==> src/rtl/dmac_pkg.sv <==
package dmac_pkg;
    localparam int NCH   = 4;
    localparam int CH_W  = $clog2(NCH);
    localparam int STS_W = 2 * NCH;
    localparam int BYTE  = 8;

    // command values the block accepts besides zero
    localparam logic [BYTE-1:0] CMD_ALLOWED = 8'h04;

    typedef enum logic [2:0] {
        OF_CMD    = 3'd0,
        OF_REQ    = 3'd1,
        OF_ONEMSK = 3'd2,
        OF_MODE   = 3'd3,
        OF_PTRCLR = 3'd4,
        OF_MCLR   = 3'd5,
        OF_UNMASK = 3'd6,
        OF_MSKLD  = 3'd7
    } ctl_ofs_e;

    typedef struct packed {
        logic [STS_W-1:0]           status;
        logic [NCH-1:0]             mask;
        logic [BYTE-1:0]            cmd;
        logic                       ptr;
        logic [NCH-1:0][BYTE-1:0]   mode;
    } ctl_state_t;
endpackage

==> src/rtl/dmac_pick.sv <==
module dmac_pick #(
    parameter int N = 4
) (
    input  logic         clk,
    input  logic         rst_n,
    input  logic [N-1:0] req_i,
    input  logic [N-1:0] mask_i,
    output logic [N-1:0] grant_o
);
    logic [N-1:0] elig;
    logic [N:0]   taken;

    assign elig     = req_i & ~mask_i;
    assign taken[0] = 1'b0;

    for (genvar i = 0; i < N; i++) begin : g_chain
        assign grant_o[i]   = elig[i] & ~taken[i];
        assign taken[i + 1] = taken[i] | elig[i];
    end

    AST_GRANT_ONEHOT: assert property (@(posedge clk) disable iff (!rst_n)
        $onehot0(grant_o));
    AST_GRANT_WHEN_ELIG: assert property (@(posedge clk) disable iff (!rst_n)
        (elig != '0) |-> (grant_o != '0));
endmodule

==> src/rtl/dmac_regs.sv <==
module dmac_regs
    import dmac_pkg::*;
(
    input  logic                 clk,
    input  logic                 rst_n,
    input  logic                 wr_en_i,
    input  logic                 rd_en_i,
    input  logic [2:0]           offs_i,
    input  logic [BYTE-1:0]      wr_data_i,
    input  logic [NCH-1:0]       hold_i,
    input  logic [NCH-1:0]       release_i,
    input  logic                 tc_i,
    input  logic                 ptr_toggle_i,
    input  logic [NCH-1:0]       grant_i,
    output logic [BYTE-1:0]      rd_data_o,
    output ctl_state_t           state_o
);
    ctl_state_t st_q, st_d;
    logic [CH_W-1:0] sel_ch;
    logic            cmd_ok;

    assign sel_ch = wr_data_i[CH_W-1:0];
    assign cmd_ok = (wr_data_i == '0) || ((wr_data_i & ~CMD_ALLOWED) == '0);

    always_comb begin
        st_d = st_q;
        if (rd_en_i && offs_i == OF_CMD)
            st_d.status[NCH-1:0] = '0;
        st_d.status[STS_W-1:NCH] = (st_d.status[STS_W-1:NCH] | hold_i) & ~release_i;
        if (tc_i)
            st_d.status[NCH-1:0] = st_d.status[NCH-1:0] | grant_i;
        if (ptr_toggle_i)
            st_d.ptr = ~st_q.ptr;
        if (wr_en_i) begin
            case (ctl_ofs_e'(offs_i))
                OF_CMD:    if (cmd_ok) st_d.cmd = wr_data_i;
                OF_REQ: begin
                    st_d.status[NCH + int'(sel_ch)] = wr_data_i[2];
                    st_d.status[int'(sel_ch)]       = 1'b0;
                end
                OF_ONEMSK: st_d.mask[sel_ch] = wr_data_i[2];
                OF_MODE:   st_d.mode[sel_ch] = wr_data_i;
                OF_PTRCLR: st_d.ptr = 1'b0;
                OF_MCLR: begin
                    st_d.ptr    = 1'b0;
                    st_d.mask   = '1;
                    st_d.status = '0;
                    st_d.cmd    = '0;
                end
                OF_UNMASK: st_d.mask = '0;
                OF_MSKLD:  st_d.mask = wr_data_i[NCH-1:0];
                default: ;
            endcase
        end
    end

    always_ff @(posedge clk) begin
        if (!rst_n) begin
            st_q      <= '0;
            st_q.mask <= '1;
        end else begin
            st_q <= st_d;
        end
    end

    always_comb begin
        case (ctl_ofs_e'(offs_i))
            OF_CMD:    rd_data_o = st_q.status;
            OF_REQ:    rd_data_o = {{(BYTE-NCH){1'b0}}, st_q.mask};
            default:   rd_data_o = '0;
        endcase
    end

    assign state_o = st_q;

    AST_CMD_REJECT: assert property (@(posedge clk) disable iff (!rst_n)
        (wr_en_i && offs_i == OF_CMD && !cmd_ok) |=> $stable(st_q.cmd));
    AST_MCLR_STATE: assert property (@(posedge clk) disable iff (!rst_n)
        (wr_en_i && offs_i == OF_MCLR) |=> (st_q.mask == '1 && st_q.status == '0 && st_q.cmd == '0));
    AST_RDCLR_TC: assert property (@(posedge clk) disable iff (!rst_n)
        (rd_en_i && offs_i == OF_CMD && !tc_i && !(wr_en_i && offs_i == OF_MSKLD)) |=> (st_q.status[NCH-1:0] == '0));
    AST_TC_SETS: assert property (@(posedge clk) disable iff (!rst_n)
        (tc_i && !wr_en_i && grant_i != '0) |=> ((st_q.status[NCH-1:0] & $past(grant_i)) != '0));
endmodule

==> src/rtl/dmac_ctrl.sv <==
module dmac_ctrl
    import dmac_pkg::*;
(
    input  logic        clk,
    input  logic        rst_n,
    input  logic        wr_en_i,
    input  logic        rd_en_i,
    input  logic [2:0]  offs_i,
    input  logic [7:0]  wr_data_i,
    output logic [7:0]  rd_data_o,
    input  logic [3:0]  hold_i,
    input  logic [3:0]  release_i,
    input  logic        tc_i,
    input  logic        ptr_toggle_i,
    output logic [3:0]  grant_o,
    output logic [7:0]  cmd_o,
    output logic [31:0] mode_o,
    output logic        byte_ptr_o
);
    ctl_state_t      st;
    logic [NCH-1:0]  grant;

    dmac_regs u_regs (
        .clk          (clk),
        .rst_n        (rst_n),
        .wr_en_i      (wr_en_i),
        .rd_en_i      (rd_en_i),
        .offs_i       (offs_i),
        .wr_data_i    (wr_data_i),
        .hold_i       (hold_i),
        .release_i    (release_i),
        .tc_i         (tc_i),
        .ptr_toggle_i (ptr_toggle_i),
        .grant_i      (grant),
        .rd_data_o    (rd_data_o),
        .state_o      (st)
    );

    dmac_pick #(.N(NCH)) u_pick (
        .clk     (clk),
        .rst_n   (rst_n),
        .req_i   (st.status[STS_W-1:NCH]),
        .mask_i  (st.mask),
        .grant_o (grant)
    );

    assign grant_o    = grant;
    assign cmd_o      = st.cmd;
    assign mode_o     = st.mode;
    assign byte_ptr_o = st.ptr;

    AST_GRANT_UNMASKED: assert property (@(posedge clk) disable iff (!rst_n)
        (grant_o & st.mask) == '0);
    AST_RELEASE_DROPS: assert property (@(posedge clk) disable iff (!rst_n)
        (release_i != '0 && !wr_en_i) |=> ((st.status[STS_W-1:NCH] & $past(release_i)) == '0));
endmodule

==> config.mk <==
export PLATFORM = sky130hd
export DESIGN_NAME = dmac_ctrl
export DESIGN_NICKNAME = d
export VERILOG_FILES = /design/src/rtl/dmac_pkg.sv /design/src/rtl/dmac_pick.sv /design/src/rtl/dmac_regs.sv /design/src/rtl/dmac_ctrl.sv
export SDC_FILE = /design/constraint.sdc
export NUM_CORES = 1
export LEC_CHECK = 0
export BUFFER_PORTS_ARGS = -buffer_cell sky130_fd_sc_hd__buf_2
export CORE_MARGIN = 5
export CORE_UTILIZATION = 46
export CTS_CLUSTER_SIZE = 28
export DETAILED_ROUTE_END_ITERATION = 7
export PLACE_DENSITY = 0.75
export SLEW_MARGIN = 15
export SYNTH_ARGS = -nofsm -noshare
export SYNTH_HDL_FRONTEND = slang
export SYNTH_SLANG_ARGS = --single-unit
==> constraint.sdc <==
create_clock -name clk -period 2.1 [get_ports clk]
set_clock_uncertainty 0.1 [all_clocks]
set_input_delay 0.63 -clock clk [delete_from_list [all_inputs] [get_ports clk]]
set_output_delay 0.63 -clock clk [all_outputs]
set_load 0.02 [all_outputs]
; ---- After elaboration in Yosys (flattened, before gate mapping)
; Index checks and enable logic that the tools add are counted.
[word_totals]
reg_bits = 53
input_bits = 25
elab_cells = 76
[classes]
addsub = 1
magnitude_cmp = 6
n_eq_ne = 8
muxes = 22
bitwise_logic = 17
n_reduce_logical = 14
[op_table]
columns = cell, count
row1 = 53-bit two-way mux, 1
row2 = 8-bit one-hot mux with 2 select lines, 3
row3 = 32-bit bitwise mux, 1
row4 = "32-bit by 1-bit >= comparator with 1-bit output, second input constant", 1
row5 = "32-bit by 5-bit < comparator with 1-bit output, second input constant", 1
row6 = 32-bit two-way mux, 1
row7 = 8-bit demux with 2-bit select, 1
row8 = 8-bit logical NOT, 2
row9 = 8-bit two-way mux, 2
row10 = 4-bit one-hot mux with 4 select lines, 1
row11 = "3-bit equality test, second input constant", 4
row12 = 4-bit bitwise AND, 2
row13 = 8-bit bitwise AND, 1
row14 = 8-bit bitwise mux, 1
row15 = 4-bit two-way mux, 2
row16 = 4-bit inverter, 2
row17 = 4-bit inverter with 8-bit output, 1
row18 = 4-bit bitwise OR, 2
row19 = "3-bit by 2-bit equality test with 1-bit output, second input constant", 2
row20 = 1-bit two-way mux, 5
row21 = "3-bit by 2-bit adder with 4-bit output, first input constant", 1
row22 = 4-bit bitwise mux, 1
row23 = 1-bit demux with 2-bit select, 2
row24 = "2-bit by 1-bit >= comparator with 1-bit output, second input constant", 2
row25 = other kinds (16), 26

; ---- Depth between registers and ports, before layout
[logic_depth]
depth_word = 12
depth_mapped = 6
ltp_nobuf = 4

; ---- Modules after synthesis
; A second synthesis with hierarchy kept.
[unflattened]
hier_cells = 249
hier_area_um2 = 2259.7
[modules_own_cells]
columns = mod, instances, cells_per_inst, area_per_inst_um2, seq_area_each_um2
row1 = dmac_regs, 1, 242, 2198.4, 1061.0
row2 = dmac_pick, 1, 7, 61.3, 0.0

; ---- Worst setup path before layout
; OpenSTA, ideal clock, no wires.
[synth_path]
kind = input to output
startpoint = input offs_i[0]
endpoint = output rd_data_o[0]
t_arrival_ns = 1.706
path_slack_ns = -0.336
path_stages = 4
cell_sequence = buf_2 > buf_1 > mux2i_1 > nor3_1
[synth_via]
elab_chain_len = 2
word_cells_on_any_way = 3
[synth_rtl]
columns = item, line_no
row1 = from (decl), dmac_ctrl.sv:8  ; input logic [2:0] offs_i,
row2 = 3-bit by 1-bit equality test with 1-bit output / 3-bit logical NOT (equally long branches), dmac_regs.sv:67  ; case (ctl_ofs_e'(offs_i))
row3 = 8-bit one-hot mux with 2 select lines (*), dmac_regs.sv:67
row4 = to (decl), dmac_ctrl.sv:10  ; output logic [7:0] rd_data_o,
; Mark *: on every way between the ends. The rest lies on a longest branch, timed or not.

; ---- Final worst setup path
[layout_path]
startpoint = input offs_i[0]
endpoint = output rd_data_o[3]
; The elaborated chain is that of the path after synthesis.

==> metrics.txt <==
VDD IR max=0.000294 V; crit path launch=offs_i[0]; die area=between 0.007 and 0.008 mm²; Fin Setup TNS=0 ns; largest net degree at the start of global routing=29; Worst Setup Start Kind=primary input; Final min period=between 2 and 2.5 ns; Static Leakage=roughly 1.4 nW; Synth async-reset ratio=0%; Worst Setup End Kind=output pin; predominant post-synthesis flop cell=dfxtp_1; initial antenna violation count=0; Die Y-Extent=around 85 µm; Area after DPL=0.00284 mm²; Top cell by count, worst path=buf_4; CTS root buf=clkbuf_8; fillers=about 520; I/O pin count=78; vias=just over 2000; design area=around 0.0030 mm²; Yosys top cell area share=between 40% and 50%; critical path peak fanout=5; Core ar.=approximately 0.0055 mm²; Slew HR=around two thirds; clock sink count=53; max incr delay on CP=roughly 0.17 ns; Synth Instances=approximately 290; cell area power density=roughly 600 mW/mm²; Setup CP Type=primary input to output pin; Hold Path Class=flop to flop; Yosys reg bits=53; top cells by count, synth=dfxtp_1, buf_4, mux2i_1, nor2b_1, nor2_1; Worst EP required=1.37 ns; die width=~85 µm; register area share after synthesis=between 40% and 50%; total power=roughly 1.8 mW; r2r worst-path depth=4; Slew @ Worst Pin=approximately 0.48 ns; Unique masters post-synth=39; final wirelength=about 6000 µm; syn nets=about 310; Tcrit/Tclk final=just under 100%; routed wire length per instance=around 15 µm; # rows=27; total gr overflow=0; worst reg2reg setup slack=0.87 ns; RSZ-0062 raised after global routing=yes; DRT antenna net count=0; layout cell share with drive strength beyond 1=a little over a third; GRT Resource Usage Total=~16%; most common cell in the netlist=dfxtp_1; DPL Wire Length=between 4000 and 5000 µm; Max Slew Vio Count=0; Antenna diodes=0; worst-path cell chain=buf_4 > buf_6 > mux2i_2 > nor3_2 > buf_4; final net count=356; Avg Inst Size Synth=9.01 µm²; CTS max path bufs=2; first-pass GRT wire length=approximately 9500 µm; CP max-delay cell=buf_4; final setup vio count=0; post-route insts no fill=a little over 400; IO buf count=77; status=finished clean; dpl cells=around 400; Initial Utilization=about 47%; TritonRoute pass-1 iters=4; TritonCTS clock tree=built; via/cell ratio=5.05; Final Hold Viols=0; Detailed Route Iter0 Violations=approximately 170; max-cap viol count=0; Residual DRC=0; P&R area growth vs syn=17.2%; H-tree Lvls=2; Final GP Congestion=~0.88; WP data arrival=1.35 ns; Worst-Skew Late Latency=around 0.30 ns; Fmax=about 480 MHz; clk slew on worst S/H paths=around 0.090 ns; CTS Hold Bufs=0; main area contributors after synthesis=dfxtp_1, buf_4, mux2i_1; Cell Area, Synth=~0.0026 mm²; Worst R2R End=u_regs.state_o[48]$_SDFF_PN0_; Post-synth EDFFs=0; Synth Warn #=0; area leader, netlist=dfxtp_1; CTS Buf Count=5; CP Capture Point=rd_data_o[3]; number of global-route vias before repair=~2000
## cell usage in the layout (no fill, tap or decap), drive strengths merged, types with 4 or more instances in the layout
cell / instances
dfxtp: 53
a22oi: 4
buf: 92
nand2b: 4
inv: 8
mux2i: 28
clkbuf: 6
nand2: 8
nor3: 6
a21oi: 9
nor2: 23
and2: 11
or3: 4
a21boi: 4
nor2b: 25
o21ai: 17
o21a: 6
## worst max-delay path: cells and delay by family
kind          cells  cell delay (ns)
simple gates      1             0.13
mux               1             0.15
buf+inv           3             0.43
## through the flow
| step | hold WS [ns] | worst slack (ns) | util [%] |
|---|---|---|---|
| 2_1_floorplan | 0.310 | -0.0198 | - |
| 4_1_cts | 0.334 | -0.00885 | 53.9 |
| 3_5_place_dp | 0.320 | -0.0269 | 51.9 |
| 6_report | 0.335 | 0.0226 | 55.4 |
| 5_1_grt | 0.360 | -0.0258 | 55.4 |
| 3_3_place_gp | 0.313 | 0.00252 | 51.9 |
## how the worst min path moves through the flow
| stage | slack (ns) | start | end | cells after the start |
|---|---|---|---|---|
| finish | 0.33 | flop | flop | 2 |
| global route | 0.36 | flop | flop | 2 |
| CTS | 0.33 | flop | flop | 2 |
| detailed placement | 0.32 | flop | flop | 2 |
| global placement | 0.31 | flop | flop | 2 |
| floorplan | 0.31 | flop | flop | 2 |
## report_power, final
part,switching [mW],total (mW),internal [mW]
combinational,0.130,0.224,0.0945
sequential,0.0134,1.03,1.02
clock,0.321,0.553,0.232
total,0.464,1.81,1.35
## cell type report
| type | count | area [µm²] | area share [%] |
|---|---|---|---|
| Sequential cell | 53 | 1060 | 35.1 |
| Inverter | 8 | 30.0 | 0.991 |
| Clock inverter | 2 | 10.0 | 0.330 |
| Multi-Input combinational cell | 171 | 1220 | 40.4 |
| Tap cell | 72 | 90.1 | 2.97 |
| Clock buffer | 6 | 72.6 | 2.39 |
| Timing Repair Buffer | 92 | 539 | 17.8 |
## metal layers
layer / global-route usage (%) / vias to the layer above / share of wire (%)
met1: 20.1 / 947 / 44
li1: - / 1019 / -
met2: 26.1 / 58 / 47
met3: 4.56 / 18 / 5.5
met4: 9.06 / 0 / 3.7
met5: 0 / - / 0
## cells by family (layout without fill, tap and decap cells)
kind of cell | after synthesis | after routing | share of synthesized area (%)
xor+xnor | 1 | 1 | 0.339
simple gates | 93 | 93 | 20.6
buf+inv | 63 | 108 | 15.2
flops | 53 | 53 | 41.0
compound gates | 49 | 49 | 11.9
mux | 28 | 28 | 10.8
## repair_timing
item	CTS	global route
buffers inserted	1	0
endpoints found under the setup margin	4	11
gates resized for setup	7	22
pin swaps	1	2
Note: power is estimated with default switching activity, not from simulation.
